===== src/rtl/sdiv_pkg.sv =====
package sdiv_pkg;
  localparam int SEL_W = 3;
  localparam int PH_W  = 5;

  typedef logic [SEL_W-1:0] sel_t;
  typedef logic [PH_W-1:0]  ratio_t;

  function automatic ratio_t sel_to_ratio(input sel_t s);
    case (s)
      3'd1:    return ratio_t'(2);
      3'd2:    return ratio_t'(4);
      3'd3:    return ratio_t'(6);
      3'd4:    return ratio_t'(8);
      3'd5:    return ratio_t'(12);
      3'd6:    return ratio_t'(16);
      default: return ratio_t'(1);
    endcase
  endfunction
endpackage


===== src/rtl/sdiv_cfg_hold.sv =====
module sdiv_cfg_hold
  import sdiv_pkg::*;
#(
  parameter int DLY_W = 8
) (
  input  logic             clk,
  input  logic             rst_n,
  input  logic             sync,
  input  sel_t             sel_in,
  input  logic [DLY_W-1:0] dly_in,
  output sel_t             sel_o,
  output logic [DLY_W-1:0] dly_o,
  output ratio_t           ratio_o,
  output logic             byp_o
);
  // Settings only move at a sync edge
  always_ff @(posedge clk) begin
    if (!rst_n) begin
      sel_o   <= '0;
      dly_o   <= '0;
      ratio_o <= ratio_t'(1);
      byp_o   <= 1'b1;
    end else if (sync) begin
      sel_o   <= sel_in;
      dly_o   <= dly_in;
      ratio_o <= sel_to_ratio(sel_in);
      byp_o   <= (sel_to_ratio(sel_in) == ratio_t'(1));
    end
  end
endmodule


===== src/rtl/sdiv_phase_gen.sv =====
module sdiv_phase_gen
  import sdiv_pkg::*;
#(
  parameter int DLY_W = 8
) (
  input  logic             clk,
  input  logic             rst_n,
  input  logic             sync,
  input  ratio_t           ratio,
  input  logic [DLY_W-1:0] dly,
  input  logic             byp,
  output logic             out
);
  logic             synced, in_sync, running, out_q, live_n;
  logic [DLY_W-1:0] dcnt;
  ratio_t           pcnt;
  ratio_t           half;

  assign half = ratio >> 1;

  always_ff @(posedge clk) begin
    if (!rst_n) begin
      synced  <= 1'b0;
      in_sync <= 1'b0;
      running <= 1'b0;
      dcnt    <= '0;
      pcnt    <= '0;
      out_q   <= 1'b0;
    end else if (sync) begin
      synced  <= 1'b1;
      in_sync <= 1'b1;
      running <= 1'b0;
      dcnt    <= '0;
      pcnt    <= '0;
      out_q   <= 1'b0;
    end else begin
      in_sync <= 1'b0;
      if (synced && !running) begin
        if (dcnt == dly) begin
          running <= 1'b1;
          out_q   <= !byp;
          pcnt    <= (ratio == ratio_t'(1)) ? ratio_t'(0) : ratio_t'(1);
        end else begin
          dcnt <= dcnt + 1'b1;
        end
      end else if (running) begin
        out_q <= !byp && (pcnt < half);
        pcnt  <= (pcnt == ratio - 1'b1) ? ratio_t'(0) : pcnt + 1'b1;
      end
    end
  end

  // Pass-through enable, moved on the falling edge so the gate opens cleanly
  always_ff @(negedge clk) begin
    if (!rst_n) live_n <= 1'b0;
    else        live_n <= !sync && synced && (running || dcnt == dly);
  end

  assign out = byp ? (clk & live_n & !in_sync) : out_q;
endmodule


===== src/rtl/sdiv_bank.sv =====
module sdiv_bank
  import sdiv_pkg::*;
#(
  parameter int NCH   = 4,
  parameter int DLY_W = 8
) (
  input  logic                   clk,
  input  logic                   rst_n,
  input  logic                   sync,
  input  logic [NCH*SEL_W-1:0]   cfg_sel,
  input  logic [NCH*DLY_W-1:0]   cfg_dly,
  output logic [NCH-1:0]         div_clk
);
  logic [NCH*SEL_W-1:0] act_sel_flat;
  logic [NCH*DLY_W-1:0] act_dly_flat;
  logic [NCH-1:0]       act_byp;

  for (genvar i = 0; i < NCH; i++) begin : g_lane
    ratio_t act_ratio;

    sdiv_cfg_hold #(.DLY_W(DLY_W)) u_cfg (
      .clk     (clk),
      .rst_n   (rst_n),
      .sync    (sync),
      .sel_in  (cfg_sel[i*SEL_W +: SEL_W]),
      .dly_in  (cfg_dly[i*DLY_W +: DLY_W]),
      .sel_o   (act_sel_flat[i*SEL_W +: SEL_W]),
      .dly_o   (act_dly_flat[i*DLY_W +: DLY_W]),
      .ratio_o (act_ratio),
      .byp_o   (act_byp[i])
    );

    sdiv_phase_gen #(.DLY_W(DLY_W)) u_ph (
      .clk   (clk),
      .rst_n (rst_n),
      .sync  (sync),
      .ratio (act_ratio),
      .dly   (act_dly_flat[i*DLY_W +: DLY_W]),
      .byp   (act_byp[i]),
      .out   (div_clk[i])
    );
  end
endmodule


===== config.mk =====
export PLATFORM = sky130hd
export DESIGN_NAME = sdiv_bank
export DESIGN_NICKNAME = d
export VERILOG_FILES = /design/src/rtl/sdiv_pkg.sv /design/src/rtl/sdiv_cfg_hold.sv /design/src/rtl/sdiv_phase_gen.sv /design/src/rtl/sdiv_bank.sv
export SDC_FILE = /design/constraint.sdc
export NUM_CORES = 1
export LEC_CHECK = 0
export ABC_AREA = 1
export BUFFER_PORTS_ARGS = -buffer_cell sky130_fd_sc_hd__buf_2
export CORE_AREA = 2 2 158 176
export DETAILED_ROUTE_END_ITERATION = 12
export DIE_AREA = 0 0 160 178
export PLACE_DENSITY_LB_ADDON = 0.2
export SETUP_SLACK_MARGIN = 0.1
export SLEW_MARGIN = 20
export SYNTH_ARGS = -nofsm -noshare
export SYNTH_HDL_FRONTEND = slang
export SYNTH_HIERARCHICAL = 1
export SYNTH_SLANG_ARGS = --single-unit

===== constraint.sdc =====
create_clock -name clk -period 1.9 [get_ports clk]
set_clock_uncertainty 0.2 [all_clocks]
set_input_delay 0 -clock clk [delete_from_list [all_inputs] [get_ports clk]]
set_output_delay 0 -clock clk [all_outputs]
set_load 0.01 [all_outputs]

==> metrics.md <==
| Metric | Value |
|---|---|
| Filler Cells Inserted | 2,834 |
| Largest net degree at the start of global routing | 46 |
| CP max FO | 1 |
| Syn Inst Count | 1,159 |
| Buf+Inv Stages, Crit Path | 1 |
| Core footprint | 0.0266 mm^2 |
| Grt total ovfl | 0 |
| Die Y | 178 um |
| Max-Cap Viols | 0 |
| DR vias/cell | 4.33 |
| IO Count | 51 |
| Crit-path max cell delay | 0.31 ns |
| RSZ-0062 raised after global routing | yes |
| DRT Pass-1 Iters | 5 |
| Area of the multi-input gates | 0.00450 mm^2 |
| Total power after layout | 0.00789 W |
| Synthesized area | 0.00780 mm^2 |
| Final number of hold-violating endpoints | 5 |
| Slew margin rel. | 0.609 |
| CP Data Arrival Time | 2.16 ns |
| Syn_area_per_cell | 6.73 um^2 |
| Initial DRC Count | 336 |
| Pre-CTS setup slack | -0.284 ns |
| Final layout net count | 1,477 |
| Die W | 160 um |
| Kind of critical path | flip-flop to output port |
| Synth warn | 6 |
| Post-route DRC | 0 |
| DIE AREA | 0.0285 mm^2 |
| Synth Net Count | 1,234 |
| Via Count | 7,679 |
| Total track usage | 0.148 |
| CP Cell Sequence | nand3_2 > o22ai_2 > buf_2 |
| RD Place Congestion | 0.762 |
| Pwr per Cell Area | 722 mW/mm^2 |
| Core Util, Final | 0.410 |
| CTS tree | built |
| DRT antenna net count | 0 |
| Leakage | 5.07 nW |
| Element type at the critical path end | output port |
| CP required | 1.70 ns |
| Share of post-route cells with drive strength above 1 | 0.264 |
| Worst-Margin Slew | 0.587 ns |
| Initial core utilization | 0.293 |
| Min-delay worst type | input pin to flip-flop |
| Global-route wire length before repair | 34.4 mm |
| Slowest-stage cell, CP | dfxtp_2 |
| Setup violators final | 12 |
| Final wirelength | 20.5 mm |
| Delay-heaviest family, CP | flip-flops |
| Worst-Skew Late Latency | 0.53 ns |
| Maximum vdd drop | 0.448 mV |
| Hold Worst Slack | -0.0131 ns |
| Area delta synth->final | 40.1% |
| Violated checks | hold timing, setup timing |
| Row count | 63 |
| Startpoint types | flip-flop |
| Status | finished with violations |
| Sequential cell area | 0.00264 mm^2 |
| Vias in the first global route | 7,352 |
| Clk slew on worst S/H paths | 0.06 ns |
| Slew Viols, Final | 0 |
| # diodes | 0 |
| WL/cell | 11.6 um |
| PortBufs | 50 |
| Initial antenna violation count | 0 |
| Worst setup margin | -0.465 ns |
| Dpl hpwl | 13.6 mm |
registers in the layout (all words and copies together), names as in the netlist:
register and cells:
g_lane.u_cfg/dly_o 32, g_lane.u_ph/dcnt 32, g_lane.u_cfg/ratio_o 20, g_lane.u_ph/pcnt 20, g_lane.u_cfg/byp_o 4, g_lane.u_ph/in_sync 4
g_lane.u_ph/live_n 4, g_lane.u_ph/out_q 4, g_lane.u_ph/running 4, g_lane.u_ph/synced 4
repair_timing:
action,in CTS,in global routing
hold buffers,100,2
hold endpoints to repair,82,3
pin swaps,26,38
gates resized for setup,57,86
setup endpoints to repair,15,70
setup buffers,5,7
layout make-up:
class	instances	share of cell area
multi-input combinational	832	0.412
sequential	128	0.242
timing repair buffer	244	0.181
inverter	167	0.0601
clock buffer	29	0.0528
tap	357	0.0409
clock inverter	15	0.0119
tightest hold or removal path, cell delays in order:
cell and delay, ns:
buf_2 0.12, clkbuf_4 0.23, nor2_1 0.08, buf_4 0.15
nand2_1 0.06, nor2_1 0.03
report_power, final:
| part | switching [W] | internal (W) | total [W] |
|---|---|---|---|
| Sequential | 0.0000883 | 0.00280 | 0.00289 |
| Clock | 0.00140 | 0.00233 | 0.00373 |
| Combinational | 0.000680 | 0.000584 | 0.00126 |
cells in the final DEF (no fill, tap or decap), types with 24 or more instances in the layout:
cell,count
buf_4,97
nand2_1,294
inv_1,139
o21ai_0,55
dfxtp_2,63
xor2_1,24
nand3_1,89
buf_2,49
nand2_2,28
nor2_1,147
a21oi_1,67
dlygate4sd3_1,96
ha_1,25
dfxtp_1,65
layer usage:
layer / share of wire / vias to the layer above / track usage / routed length (um)
li1: - / 4123 / - / -
met1: 0.48 / 3439 / 0.180 / 9740
met2: 0.48 / 90 / 0.258 / 9780
met3: 0.028 / 27 / 0.0337 / 574
met4: 0.018 / 0 / 0.0533 / 378
met5: 0 / - / 0 / 0
stage by stage:
| step | instances | TNS [ns] | area [um^2] |
|---|---|---|---|
| 3_5_place_dp | 1626 | -1.13 | 8860 |
| 2_1_floorplan | 1159 | -1.44 | 7810 |
| 5_1_grt | 1772 | -3.21 | 10900 |
| 3_3_place_gp | 1626 | -1.08 | 8860 |
| 4_1_cts | 1767 | -5.91 | 10700 |
| 6_report | 1772 | -2.77 | 10900 |
path summary, 6_finish.rpt:
kind                                      startpoint                                 endpoint  slack [ns]  cells after the start
max                 g_lane[2].u_ph/live_n$_SDFF_NN0_                               div_clk[2]       -0.46                      3
min                                             sync        g_lane[0].u_ph/out_q$_SDFFE_PP0P_       -0.01                      6
max reg2reg    g_lane[1].u_cfg/dly_o[6]$_SDFFE_PN0P_         g_lane[1].u_ph/live_n$_SDFF_NN0_       -0.26                      6
min reg2reg  g_lane[0].u_cfg/ratio_o[4]$_SDFFE_PN0P_  g_lane[0].u_cfg/ratio_o[4]$_SDFFE_PN0P_        0.28                      2
Note: power is estimated with default switching activity, not from simulation.
